--- src/rtl/pat_pkg.sv ---
package pat_pkg;
  // width needed to hold values 0..n
  function automatic int cnt_width(input int n);
    return (n < 1) ? 1 : $clog2(n + 1);
  endfunction

  // width of an index over n items
  function automatic int idx_width(input int n);
    return (n > 1) ? $clog2(n) : 1;
  endfunction
endpackage

--- src/rtl/pat_window.sv ---
module pat_window #(
  parameter int MAX_LAT = 4,
  localparam int W = MAX_LAT + 1
) (
  input  logic         clk,
  input  logic         rst_n,
  input  logic         clr,
  input  logic         adv,
  input  logic         pulse,
  output logic [W-1:0] win_q,
  output logic         add_one,
  output logic         drop_one
);
  logic [W-1:0] shifted;
  logic [W-1:0] win_d;
  logic         win_en;

  generate
    if (W > 1) begin : g_deep
      assign shifted = adv ? {win_q[W-2:0], 1'b0} : win_q;
    end else begin : g_single
      assign shifted = adv ? 1'b0 : win_q;
    end
  endgenerate

  always_comb begin
    drop_one = adv & win_q[W-1];
    add_one  = pulse & ~shifted[0];
    win_en   = clr | adv | pulse;
    win_d    = shifted;
    win_d[0] = shifted[0] | pulse;
    if (clr) win_d = '0;
  end

  always_ff @(posedge clk or negedge rst_n) begin
    if (!rst_n)      win_q <= '0;
    else if (win_en) win_q <= win_d;
  end
endmodule

--- src/rtl/pat_stage_flags.sv ---
module pat_stage_flags #(
  parameter int NUM_STAGES = 5,
  localparam int SIW = pat_pkg::idx_width(NUM_STAGES)
) (
  input  logic                  clk,
  input  logic                  rst_n,
  input  logic                  clr,
  input  logic                  set_vld,
  input  logic [SIW-1:0]        set_idx,
  input  logic                  clr_vld,
  input  logic [SIW-1:0]        clr_idx,
  output logic [NUM_STAGES-1:0] flag_q,
  output logic                  add_one,
  output logic                  drop_one
);
  logic [NUM_STAGES-1:0] set_hit;
  logic [NUM_STAGES-1:0] clr_hit;
  logic [NUM_STAGES-1:0] mid;
  logic [NUM_STAGES-1:0] flag_d;
  logic                  flag_en;

  // decoders; indices past the last stage match nothing
  for (genvar i = 0; i < NUM_STAGES; i++) begin : g_dec
    assign set_hit[i] = set_vld & (set_idx == SIW'(i));
    assign clr_hit[i] = clr_vld & (clr_idx == SIW'(i));
  end

  always_comb begin
    add_one  = |(set_hit & ~flag_q);
    mid      = flag_q | set_hit;
    drop_one = |(clr_hit & mid);
    flag_d   = clr ? '0 : (mid & ~clr_hit);
    flag_en  = clr | set_vld | clr_vld;
  end

  always_ff @(posedge clk or negedge rst_n) begin
    if (!rst_n)       flag_q <= '0;
    else if (flag_en) flag_q <= flag_d;
  end
endmodule

--- src/rtl/pat_counter.sv ---
module pat_counter #(
  parameter int NUM_STAGES = 5,
  parameter int MAX_LAT = 4,
  localparam int W = MAX_LAT + 1,
  localparam int CW = pat_pkg::cnt_width(W + NUM_STAGES)
) (
  input  logic                  clk,
  input  logic                  rst_n,
  input  logic                  clr,
  input  logic                  win_add,
  input  logic                  win_drop,
  input  logic                  stg_add,
  input  logic                  stg_drop,
  input  logic [W-1:0]          win_q,
  input  logic [NUM_STAGES-1:0] flag_q,
  output logic [CW-1:0]         cnt_q,
  output logic                  mismatch
);
  logic [CW-1:0] cnt_d;
  logic [CW-1:0] recount;
  logic          cnt_en;

  always_comb begin
    cnt_en = clr | win_add | win_drop | stg_add | stg_drop;
    cnt_d  = cnt_q + CW'(win_add) + CW'(stg_add) - CW'(win_drop) - CW'(stg_drop);
    if (clr) cnt_d = '0;
  end

  always_ff @(posedge clk or negedge rst_n) begin
    if (!rst_n)      cnt_q <= '0;
    else if (cnt_en) cnt_q <= cnt_d;
  end

  // independent recount of the state bits
  always_comb begin
    recount = '0;
    for (int i = 0; i < W; i++)          recount = recount + CW'(win_q[i]);
    for (int j = 0; j < NUM_STAGES; j++) recount = recount + CW'(flag_q[j]);
    mismatch = (recount != cnt_q);
  end
endmodule

--- src/rtl/pat_tracker.sv ---
module pat_tracker #(
  parameter int NUM_STAGES = 5,
  parameter int MAX_LAT = 4,
  localparam int SIW = pat_pkg::idx_width(NUM_STAGES),
  localparam int CW = pat_pkg::cnt_width(MAX_LAT + 1 + NUM_STAGES)
) (
  input  logic           clk,
  input  logic           rst_n,
  input  logic           sync_clr,
  input  logic           act_pulse,
  input  logic           advance,
  input  logic           stage_set_vld,
  input  logic [SIW-1:0] stage_set_idx,
  input  logic           stage_clr_vld,
  input  logic [SIW-1:0] stage_clr_idx,
  output logic [CW-1:0]  count,
  output logic           idle,
  output logic           err
);
  localparam int W = MAX_LAT + 1;

  logic [W-1:0]          win_q;
  logic [NUM_STAGES-1:0] flag_q;
  logic                  win_add, win_drop, stg_add, stg_drop;

  pat_window #(.MAX_LAT(MAX_LAT)) u_win (
    .clk(clk), .rst_n(rst_n), .clr(sync_clr), .adv(advance), .pulse(act_pulse),
    .win_q(win_q), .add_one(win_add), .drop_one(win_drop)
  );

  pat_stage_flags #(.NUM_STAGES(NUM_STAGES)) u_stg (
    .clk(clk), .rst_n(rst_n), .clr(sync_clr),
    .set_vld(stage_set_vld), .set_idx(stage_set_idx),
    .clr_vld(stage_clr_vld), .clr_idx(stage_clr_idx),
    .flag_q(flag_q), .add_one(stg_add), .drop_one(stg_drop)
  );

  pat_counter #(.NUM_STAGES(NUM_STAGES), .MAX_LAT(MAX_LAT)) u_cnt (
    .clk(clk), .rst_n(rst_n), .clr(sync_clr),
    .win_add(win_add), .win_drop(win_drop), .stg_add(stg_add), .stg_drop(stg_drop),
    .win_q(win_q), .flag_q(flag_q), .cnt_q(count), .mismatch(err)
  );

  assign idle = (count == '0);
endmodule

--- config.mk ---
export PLATFORM = sky130hd
export DESIGN_NAME = pat_tracker
export DESIGN_NICKNAME = d
export VERILOG_FILES = /design/src/rtl/pat_pkg.sv /design/src/rtl/pat_window.sv /design/src/rtl/pat_stage_flags.sv /design/src/rtl/pat_counter.sv /design/src/rtl/pat_tracker.sv
export SDC_FILE = /design/constraint.sdc
export NUM_CORES = 1
export LEC_CHECK = 0
export ABC_CLOCK_PERIOD_IN_PS = 4550
export BUFFER_PORTS_ARGS = -buffer_cell sky130_fd_sc_hd__buf_2
export CAP_MARGIN = 40
export CORE_MARGIN = 8
export CORE_UTILIZATION = 55
export CTS_CLUSTER_SIZE = 10
export DETAILED_ROUTE_END_ITERATION = 12
export PLACE_DENSITY = 0.77
export SLEW_MARGIN = 20
export SYNTH_ARGS = -nofsm -noshare
export SYNTH_HDL_FRONTEND = slang
export SYNTH_SLANG_ARGS = --single-unit
--- constraint.sdc ---
create_clock -name clk -period 4.55 [get_ports clk]
set_clock_uncertainty 0.15 [all_clocks]
set_input_delay 0.91 -clock clk [delete_from_list [all_inputs] [get_ports clk]]
set_output_delay 0.91 -clock clk [all_outputs]
set_load 0.01 [all_outputs]
# Word-level counts from Yosys, hierarchy flattened
# Cells that the tools add are included.
totals:
  ff_bits: 14
  latchBits: 0
  mem_bits_rw: 0
  rom_bits: 0
  input_bits: 13
  mem_count: 0
op_classes:
  add_sub_neg: 13
  multipliers: 0
  div_mod_pow: 0
  magnitude_cmp: 0
  n_eq_ne: 9
  shifts: 0
  n_mux: 4
  n_bitwise: 28
  reduce_logical: 7
ops:
  columns: ["op", "n"]
  rows:
  - ["4-bit by 1-bit adder with 4-bit output", 10]
  - ["5-bit bitwise AND", 3]
  - ["5-bit two-way mux", 3]
  - ["1-bit bitwise AND", 12]
  - ["3-bit by 2-bit == test with 1-bit output, second input constant", 4]
  - ["5-bit NOT", 2]
  - ["5-bit OR reduction", 2]
  - ["1-bit OR", 9]
  - ["4-bit by 1-bit subtractor with 4-bit output", 2]
  - ["3-bit by 1-bit == test with 1-bit output, second input constant", 2]
  - ["3-bit == test, second input constant", 2]
  - ["3-bit zero test", 2]
  - ["5-bit OR", 1]
  - ["4-bit zero test", 1]
  - ["4-bit two-way mux", 1]
  - ["4-bit inequality test", 1]
  - ["1-bit by 1-bit adder with 2-bit output", 1]
  - ["2-bit AND reduction", 1]
  - ["2-bit nonzero test", 1]
  - ["1-bit NOT", 1]

# Logic depth before layout (Yosys ltp)
# Gate-level depths: netlist (run 1).
depth:
  depth_word: 10
  depth_mapped: 15
  mapped_depth_nobuf: 14

# By module
# A second synthesis (run 1) with hierarchy kept.
unflattened:
  cells_unflattened: 114
  area_unflattened_um2: 1127.3
by_module_without_submodules:
  columns: ["module", "instances", "cells_per_inst", "area_each_um2"]
  rows:
  - ["pat_counter", 1, 59, 548.0]
  - ["pat_stage_flags", 1, 35, 332.8]
  - ["pat_window", 1, 19, 234.0]
  - ["pat_tracker", 1, 1, 12.5]

# Least setup slack after synthesis (run 1)
# No wires, ideal clock.
synth_timing:
  kind: "register to output"
  from: "register u_win.win_q[0]"
  to: "output port err"
  arrival_ns: 3.221
  setup_slack_ns: 0.269
  path_stages_with_launch: 11
  path_buffers: 0
  path_cell_list: "dfrtp_1 ha_1 inv_1 fa_1 fa_1 fa_1 fa_1 inv_1 fa_1 xnor2_1 nand4_1"
synth_via:
  elab_chain_cells: 10
synth_rtl:
  columns: ["item", "line_no", "rtl"]
  rows:
  - ["start, declared", "pat_window.sv:10", "output logic [W-1:0] win_q,"]
  - ["start signal, assigned", "pat_window.sv:37", "else if (win_en) win_q <= win_d;"]
  - ["1-bit by 1-bit adder with 2-bit output", "pat_counter.sv:37", "for (int i = 0; i < W; i++) recount = recount + CW'(win_q[i]);"]
  - ["4-bit by 1-bit adder with 4-bit output (3 in series)", "pat_counter.sv:37", null]
  - ["4-bit by 1-bit adder with 4-bit output (5 in series)", "pat_counter.sv:38", "for (int j = 0; j < NUM_STAGES; j++) recount = recount + CW'(flag_q[j]);"]
  - ["4-bit inequality test", "pat_counter.sv:39", "mismatch = (recount != cnt_q);"]
  - ["end, declared", "pat_tracker.sv:18", "output logic err"]
# Every way passes these cells.

# Final worst setup path (run 1)
# Ends and elaborated chain as after synthesis.

==> impl_metrics.toml, run 1 <==
[cts]
cts-root-to-sink-buffers = 2
holdBufCountCts = 0
h_tree_levels = 1
cts_buffers = 3
clkSlewWorstSetupHoldPaths_ps = 100
cts_tree = "done"
clock_latency_ps = 290
tritoncts_sink_count = 14
clock-root-buffer = "clkbuf_4"

[synth]
synthesis.area_um2 = 1222
async_reset_ff_share_pct = 100.0
syn_area_per_cell_um2 = 9.550
synth_cell_types = 34
synthDominantCellAreaShare_pct = 28.66
yosysMostFrequentCell = "inv_1"
post_synth_edffs = 0
synth_cells = 128
netlist.top_cell.by_area = "dfrtp_1"
synth.top_cells.by_count = "inv_1 (25), nor2_1 (15), dfrtp_1 (14)"
synth_nets = 158
synthFlopType = "dfrtp_1"
postSynthRegisterBits = 14
yosys_warnings = 0
synth_area_leaders = "dfrtp_1 (29%), fa_1 (15%), ha_1 (8.2%)"
seq_area_frac_synth_pct = 28.66

[route]
avgRoutedWirePerCell_um = 13.94
ant_nets = 0
avgViaCountPerCell = 5.412
drt_pass1_iterations = 4
detailroute.via_count = 958
wirelength_mm = 2.467
dr.first_iter.drc_count = 64
route.detailed.drc = 0

[sta]
finalHoldViolations = 0
setup_ws_ps = -160.7
fmaxAchievable_ghz = 0.2123
whs_ps = 349.2
finalMaxSlewViolations = 0
min_period_over_period_pct = 103.5
setup_viol = 1
layout_min_cycle_time_ps = 4711
grt_setup_unrepaired = "true"
maxSlewHeadroom_pct = 69.14
worstMarginPinSlew_ps = 462.9

[power]
power.density_cell_area_nw_per_um2 = 304.6
sequentialPowerShare_pct = 36.3
p_leak_nw = 0.7301
vdd_drop_max_mv = 0.2300
power_frac_comb_pct = 41.3
internal_power_uw = 272.6
switching_share_pct = 35.39
power.switching_uw = 149.3
share_of_power_burned_in_the_clock_network_pct = 22.4

[floorplanning]
floorplan.die_area_um2 = 3987
die_width_um = 63.15
starting_density_pct = 56.90
coreArea_um2 = 2148
die-height_um = 63.15
io_pins = 19
floorplan.rows = 17

[global_route]
grt_first_pass_wirelength_mm = 4.188
largest_net_degree_at_the_start_of_global_routing = 16
globalRouteTotalUtil_pct = 12.68
first_global_vias = 976
grt_antenna_before_repair = 0
globalRouteOverflowTotal = 0

[hold_path]
kind_of_path_behind_the_tightest_hold_check = "input pin to asynchronous set/reset pin"

[cells_and_area]
antenna_cells_inserted = 0
fillerInstances = 179
post_route_cells_drive_above_1_share_pct = 22.82
nNetsFinal = 180
postLayoutCellArea_um2 = 1385
syn2layout_area_growth_pct = 13.31

[setup_path]
worstSetupStartpoint = "u_win.win_q[0]"
cp_data_required_time_ps = 3490
worst-path-max-fanout = 2
worstSetupEndpointType = "primary output"
timing.critical_path.arrival_ps = 3650
setup.worst_path.start_class = "flop"
timing.setup.critical_path_class = "flop to primary output"
timing.rr.start = "u_stg.flag_q[3]"

[outcome]
failed_checks = "negative setup slack"
outcome = "complete, but fails checks"

[placement]
io_buffer_count = 18
placedInstanceArea_um2 = 1324
dp_hpwl_mm = 1.913
gpl.final_weighted_congestion = 0.8959

[job]
max_cap_violations = 0
[flip-flops by register name (all words and copies together) (netlist names)]
signal        flops
u_win.win_q       5
u_stg.flag_q      5
u_cnt.cnt_q       4
[final cells by class]
| class | count | area, µm² | share of cell area, % |
|---|---|---|---|
| Sequential cell | 14 | 350.3 | 25.29 |
| Multi-Input combinational cell | 85 | 757.0 | 54.65 |
| Tap cell | 28 | 35.03 | 2.529 |
| Clock buffer | 4 | 36.28 | 2.620 |
| Inverter | 25 | 93.84 | 6.775 |
| Timing Repair Buffer | 21 | 112.6 | 8.130 |
[worst max-delay path: stages, from the launching register on]
cell     delay (ps)
dfrtp_1         400
ha_1            300
inv_1            70
fa_1            420
fa_1            510
fa_1            430
fa_2            350
inv_2            70
fa_1            420
xnor2_1         160
nand4_1         100
buf_2           150
[repair_timing]
action / 4_1_cts / 5_1_grt
gates resized for setup: 2 / 0
pin swaps: 0 / 1
setup buffers: 2 / 1
endpoints found under the setup margin: 1 / 1
[power groups by stage]
stage          Combinational, mW  Sequential (mW)  Clock, mW
6_report                   0.174            0.153     0.0945
5_1_grt                    0.199            0.156      0.101
4_1_cts                    0.175            0.153     0.0941
3_5_place_dp               0.172            0.156          0
3_3_place_gp               0.169            0.155          0
2_1_floorplan              0.116            0.159          0
[per-stage QoR]
step / total power [mW] / setup TNS (ps) / std cells / utilization [%] / setup WS, ps
final: 0.4219 / -160.7 / 177 / 64.47 / -160.7
after global routing: 0.4555 / -307.9 / 177 / 64.47 / -307.9
after CTS: 0.4228 / -135.0 / 176 / 64.12 / -135.0
after detailed placement: 0.3281 / 0 / 170 / 61.62 / 88.19
after global placement: 0.3237 / 0 / 170 / 61.62 / 138.6
after floorplan: 0.2747 / 0 / 128 / - / 269.0
[cells by family after synthesis]
logic type	count (synthesis)	synth area share (%)
flops	14	28.66
buf+inv	29	9.621
compound gates	17	9.929
mux	9	9.008
simple gates	36	15.56
xor+xnor	6	4.299
fa+ha+maj	17	22.93
[layer usage]
metal  up-vias  wire (µm)  global-route usage [%]
met5         -          0                       0
met4         0         29                   3.419
met3         5        125                   2.650
met2        24       1220                   22.28
met1       469       1091                   15.16
li1        460          -                       -
[placed cells by master (no fill, tap or decap), drive strengths merged]
cell type	netlist	routed
nor3	1	1
xnor2	4	4
a21oi	4	4
mux2	4	4
nand4	1	1
o22ai	2	2
a2111o	1	1
o21ai	1	1
and3	1	1
clkbuf	2	4
or4	1	1
nand2	3	3
ha	8	8
nor2	15	15
dfrtp	14	14
a221oi	1	1
nand3b	2	2
xor2	2	2
a31oi	3	3
inv	25	25
nor3b	4	4
fa	9	9
a311oi	1	1
mux2i	5	5
or2	1	1
buf	2	21
nor2b	3	3
nand3	1	1
nand2b	2	2
a21o	3	3
or4b	1	1
a211oi	1	1
[path summary, 6_finish.rpt]
check                                  end  slack, ps  cells after the start
max                                    err       -160                     11
min                        u_stg.flag_q[1]        350                      1
max reg2reg                 u_cnt.cnt_q[3]       1190                     13
min reg2reg                 u_cnt.cnt_q[3]        400                      1
max in group asynchronous   u_cnt.cnt_q[0]       3650                      1
min in group clk            u_cnt.cnt_q[3]        400                      1
(Power assumes the default switching activity.)
==> inputs of run 2 (changes only) <==
==> constraint.sdc (replaced) <==
create_clock -name clk -period 4.55 [get_ports clk]
set_clock_uncertainty 0.15 [all_clocks]
set_input_delay 0.91 -clock clk [delete_from_list [all_inputs] [get_ports clk]]
set_output_delay 0.91 -clock clk [all_outputs]
set_load 0.05 [all_outputs]
==> run 2 against run 1 <==
The flow still finishes with violations (negative setup slack); register-to-register slack about the same; maximum frequency down 0.67%; utilization down 1.0 points; count of clock-buffer cells in the layout down 1; critical endpoint unchanged; largest power group unchanged; highest routed layer unchanged.
==> impl_metrics.toml, run 2 (synthesis results as in run 1) <==
[outcome]
outcome = "complete, but fails checks"
failed_checks = "negative setup slack"

[cells_and_area]
postLayoutCoreUtil_pct = 63.42
antenna_cells_inserted = 0
final_cell_count_no_fill = 174
fillerInstances = 186
nNetsFinal = 178
syn2layout_area_growth_pct = 11.46
layout.cells.most_common_list = "inv_1 (24), buf_2 (17), nor2_1 (15)"
postLayoutCellArea_um2 = 1363
post_route_cells_drive_above_1_share_pct = 21.23
reg_top3 = "u_stg.flag_q: 5 flops, u_win.win_q: 5 flops, u_cnt.cnt_q: 4 flops"
final_common_cell = "inv_1"

[route]
drt_pass1_iterations = 4
wirelength_mm = 2.408
route.detailed.drc = 0
avgRoutedWirePerCell_um = 13.84
detailroute.via_count = 946
dr.first_iter.drc_count = 42
ant_nets = 0
avgViaCountPerCell = 5.437

[global_route]
grt_antenna_before_repair = 0
largest_net_degree_at_the_start_of_global_routing = 16
grt_first_pass_wirelength_mm = 4.340
globalRouteTotalUtil_pct = 13.04
first_global_vias = 1012
globalRouteOverflowTotal = 0

[power]
switching_share_pct = 45.94
power_uw = 487.5
internal_power_uw = 263.5
power.density_cell_area_nw_per_um2 = 357.8
power.switching_uw = 224.0
sequentialPowerShare_pct = 31.4
p_leak_nw = 0.7151
share_of_power_burned_in_the_clock_network_pct = 14.4
power_frac_comb_pct = 54.2
vdd_drop_max_mv = 0.3366

[sta]
whs_ps = 361.0
worstMarginPinSlew_ps = 426.7
maxSlewHeadroom_pct = 71.55
min_period_over_period_pct = 104.2
finalHoldViolations = 0
grt_setup_unrepaired = "true"
finalMaxSlewViolations = 0
fmaxAchievable_ghz = 0.2109
setup_viol = 1
setup_ws_ps = -192.7
layout_min_cycle_time_ps = 4743

[setup_path]
timing.critical_path.arrival_ps = 3680
worst_path_max_delay_cell = "fa_1"
r2r.worst_path.cells = 13
worst-path-max-fanout = 3
r2r_slack_ps = 1200
worstSetupEndpointType = "primary output"
cp_data_required_time_ps = 3490
timing.critical_path.depth = 11
timing.critical_path.cells = "ha_1 -> inv_1 -> fa_1 -> fa_1 -> fa_1 -> fa_2 -> inv_2 -> fa_1 -> xnor2_1 -> nand4_1 -> buf_6"
timing.rr.start = "u_stg.flag_q[3]"
crit_path_frequent_cell = "fa_1"
critPathMaxStageDelay_ps = 510
path_buf_inv = 3
cell_class_contributing_the_biggest_share_of_worst_path_delay = "adder cells"
rr_endpoint = "u_cnt.cnt_q[3]"
timing.setup.critical_path_class = "flop to primary output"
setup.worst_path.start_class = "flop"

[cts]
clock_latency_ps = 280
cts_buffers = 3
cts-root-to-sink-buffers = 2
h_tree_levels = 1
clock-root-buffer = "clkbuf_4"
tritoncts_sink_count = 14
clkSlewWorstSetupHoldPaths_ps = 80
cts_tree = "done"
cts_setup_buffers = 0

[floorplanning]
io_pins = 19
coreArea_um2 = 2148
floorplan.die_area_um2 = 3987
floorplan.rows = 17
die-height_um = 63.15
starting_density_pct = 56.90
die_width_um = 63.15

[placement]
placedInstanceArea_um2 = 1331
io_buffer_count = 18
gpl.final_weighted_congestion = 0.9004
dp_hpwl_mm = 1.981
instance_count_after_placement_with_tap_cells_included = 171

[hold_path]
kind_of_path_behind_the_tightest_hold_check = "input pin to asynchronous set/reset pin"

[job]
max_cap_violations = 0
[run 2: cell count changes in the layout (fill, tap and decap cells not counted), sizes merged]
| cell | change |
|---|---|
| buf | -2 |
| clkbuf | -1 |
[run 2: timing repair]
action,in CTS,in global routing
endpoints found under the hold margin,0,0
setup endpoints to repair,1,1
gates resized for setup,4,0
hold buffers,0,0
[run 2: how the worst max path moves through the flow]
stage,from,endpoint,slack [ps]
6_report,u_win.win_q[1],err,-190
5_1_grt,u_win.win_q[1],err,-340
4_1_cts,u_win.win_q[1],err,-190
3_5_place_dp,u_win.win_q[1],err,40
3_3_place_gp,u_win.win_q[1],err,100
2_1_floorplan,u_win.win_q[0],err,-60
[run 2: layer usage]
metal / share of wire, % / track usage [%] / vias to the layer above
met3: 7.3 / 3.534 / 6
met1: 43 / 15.22 / 451
met2: 48 / 22.02 / 33
li1: - / - / 456
met5: 0 / 0 / -
met4: 1.7 / 5.128 / 0
[run 2: power groups by stage]
stage	combinational (mW)	clock, mW	sequential (mW)
after floorplan	0.160	0	0.193
after global placement	0.249	0	0.155
after detailed placement	0.254	0	0.156
after CTS	0.267	0.0711	0.153
after global routing	0.290	0.0777	0.155
final	0.264	0.0702	0.153
[run 2: final cells by class]
| class | instances | area [µm²] | share of cell area [%] |
|---|---|---|---|
| inverters | 25 | 93.84 | 6.887 |
| well taps | 28 | 35.03 | 2.571 |
| flip-flops and latches | 14 | 350.3 | 25.71 |
| multi-input cells | 85 | 757.0 | 55.56 |
| repair buffers | 19 | 103.9 | 7.622 |
| clock buffers | 3 | 22.52 | 1.653 |
[run 2: stage by stage]
step,setup TNS [ps],setup WS (ps)
final,-192.7,-192.7
after global routing,-341.1,-341.1
after CTS,-194.3,-194.3
after detailed placement,0,40.13
after global placement,0,99.58
after floorplan,-58.61,-58.61
==> inputs of run 3 (changes only) <==
--- a/config.mk
+++ b/config.mk
@@ -12,7 +12,7 @@
 export CORE_UTILIZATION = 55
 export CTS_CLUSTER_SIZE = 10
 export DETAILED_ROUTE_END_ITERATION = 12
-export PLACE_DENSITY = 0.77
+export PLACE_DENSITY = 0.75
 export SLEW_MARGIN = 20
 export SYNTH_ARGS = -nofsm -noshare
 export SYNTH_HDL_FRONTEND = slang
==> run 3 against run 2 <==
Largest power group unchanged; the run still ends with negative setup slack left; count of clock-buffer cells in the layout unchanged; die area unchanged; via count down 0.53%; critical endpoint unchanged; critical path type unchanged.
==> impl_metrics.toml, run 3 (synthesis results as in run 1) <==
[outcome]
outcome = "complete, but fails checks"
failed_checks = "negative setup slack"

[setup_path]
rr_endpoint = "u_cnt.cnt_q[3]"
r2r.worst_path.cells = 13
timing.setup.critical_path_class = "flop to primary output"
critPathMaxStageDelay_ps = 520
worstSetupEndpointType = "primary output"
setup.worst_path.start_class = "flop"
crit_path_end = "err"
timing.critical_path.depth = 11
cell_class_contributing_the_biggest_share_of_worst_path_delay = "adder cells"
timing.critical_path.cells = "ha_1 -> inv_2 -> fa_1 -> fa_1 -> fa_1 -> fa_2 -> inv_2 -> fa_1 -> xnor2_1 -> nand4_1 -> buf_6"
timing.critical_path.arrival_ps = 3700
path_buf_inv = 3
worst_path_max_delay_cell = "fa_1"
crit_path_frequent_cell = "fa_1"
r2r_slack_ps = 1210
cp_data_required_time_ps = 3490
timing.rr.start = "u_stg.flag_q[3]"
worstSetupStartpoint = "u_win.win_q[1]"
worst-path-max-fanout = 2

[route]
dr.first_iter.drc_count = 22
avgViaCountPerCell = 5.347
avgRoutedWirePerCell_um = 13.64
drt_pass1_iterations = 4
route.detailed.drc = 0
ant_nets = 0
wirelength_mm = 2.401
detailroute.via_count = 941

[power]
share_of_power_burned_in_the_clock_network_pct = 14.3
internal_power_uw = 264.9
power.switching_uw = 224.3
power.density_cell_area_nw_per_um2 = 355.1
vdd_drop_max_mv = 0.3525
p_leak_nw = 0.7249
switching_share_pct = 45.85
sequentialPowerShare_pct = 31.2
power_frac_comb_pct = 54.5

[floorplanning]
starting_density_pct = 56.90
floorplan.rows = 17
io_pins = 19
coreArea_um2 = 2148
die-height_um = 63.15
die_width_um = 63.15
floorplan.die_area_um2 = 3987

[cells_and_area]
layout.cells.most_common_list = "inv_1 (23), buf_2 (17), nor2_1 (15)"
final_cell_count_no_fill = 176
final_common_cell = "inv_1"
syn2layout_area_growth_pct = 12.69
fillerInstances = 197
post_route_cells_drive_above_1_share_pct = 22.97
reg_top3 = "u_stg.flag_q: 5 flops, u_win.win_q: 5 flops, u_cnt.cnt_q: 4 flops"
nNetsFinal = 180
antenna_cells_inserted = 0

[sta]
setup_viol = 1
finalHoldViolations = 0
finalMaxSlewViolations = 0
layout_min_cycle_time_ps = 4764
grt_setup_unrepaired = "true"
fmaxAchievable_ghz = 0.2099
maxSlewHeadroom_pct = 69.41
worstMarginPinSlew_ps = 458.8
min_period_over_period_pct = 104.7
fin_tns_setup_ps = -214.2
setup_ws_ps = -214.2

[cts]
tritoncts_sink_count = 14
cts_tree = "done"
cts-root-to-sink-buffers = 2
holdBufCountCts = 0
clkSlewWorstSetupHoldPaths_ps = 80
h_tree_levels = 1
clock-root-buffer = "clkbuf_4"
clock_latency_ps = 270
cts_buffers = 3

[hold_path]
kind_of_path_behind_the_tightest_hold_check = "input pin to asynchronous set/reset pin"

[global_route]
grt_antenna_before_repair = 0
globalRouteTotalUtil_pct = 12.74
globalRouteOverflowTotal = 0
grt_first_pass_wirelength_mm = 4.153
largest_net_degree_at_the_start_of_global_routing = 16
first_global_vias = 984

[placement]
io_buffer_count = 18
dp_hpwl_mm = 1.952
gpl.final_weighted_congestion = 0.8825
instance_count_after_placement_with_tap_cells_included = 171

[job]
max_cap_violations = 0
run 3: cell types whose count changed in the layout (fill, tap and decap cells not counted), sizes merged:
cell	previous run	this run
buf	19	21
run 3: per-stage QoR:
| stage | util (%) | area [µm²] | hold WS (ps) | power (mW) | setup slack, ps |
|---|---|---|---|---|---|
| after floorplan | - | 1222 | 358.3 | 0.3527 | -58.61 |
| after global placement | 61.97 | 1331 | 364.8 | 0.4039 | 100.9 |
| after detailed placement | 61.97 | 1331 | 379.9 | 0.4114 | -2.470 |
| after CTS | 63.77 | 1370 | 379.7 | 0.4930 | -232.2 |
| after global routing | 64.12 | 1378 | 386.8 | 0.5237 | -337.2 |
| final | 64.12 | 1378 | 372.2 | 0.4891 | -214.2 |
run 3: cell type report:
class / count / area (µm²) / share of cell area [%]
multi-input cells: 85 / 757.0 / 54.95
inverters: 25 / 93.84 / 6.812
repair buffers: 21 / 118.9 / 8.629
flip-flops and latches: 14 / 350.3 / 25.43
well taps: 28 / 35.03 / 2.543
clock buffers: 3 / 22.52 / 1.635
run 3: worst min path at each step:
stage,from,to,slack [ps],cells past startpoint
floorplan,u_win.win_q[2],u_win.win_q[2],360,2
global placement,u_cnt.cnt_q[3],u_cnt.cnt_q[3],360,1
detailed placement,u_cnt.cnt_q[3],u_cnt.cnt_q[3],380,1
CTS,rst_n,u_stg.flag_q[1],380,1
global route,rst_n,u_stg.flag_q[1],390,1
finish,rst_n,u_stg.flag_q[1],370,1
run 3: power by group through the flow:
stage                     Sequential (mW)  Clock [mW]  Combinational (mW)
after floorplan                     0.193           0               0.160
after global routing                0.156      0.0769               0.291
after CTS                           0.153      0.0716               0.268
final                               0.153      0.0700               0.266
after global placement              0.155           0               0.249
after detailed placement            0.156           0               0.255
run 3: worst register-to-register path, stage by stage, from the launching register on:
cell and delay (ps):
dfrtp_1 390, a31oi_1 70, a221oi_1 480, nor3_1 130, fa_1 520, inv_1 50, fa_1 370, inv_1 60
ha_1 130, inv_1 50, fa_1 370, xnor2_1 150, nor2_1 60, mux2_4 260
run 3: repair_timing:
| action | 4_1_cts | 5_1_grt |
|---|---|---|
| buffers inserted | 1 | 1 |
| gates resized for setup | 4 | 1 |
| setup endpoints to repair | 1 | 1 |
| gates cloned | 0 | 0 |
run 3: layer usage:
| layer | up-vias | global-route usage, % | part of all wire (%) |
|---|---|---|---|
| met4 | 0 | 3.704 | 0.79 |
| met5 | - | 0 | 0 |
| met3 | 2 | 3.710 | 6.0 |
| li1 | 462 | - | - |
| met1 | 454 | 14.88 | 45 |
| met2 | 23 | 21.90 | 49 |
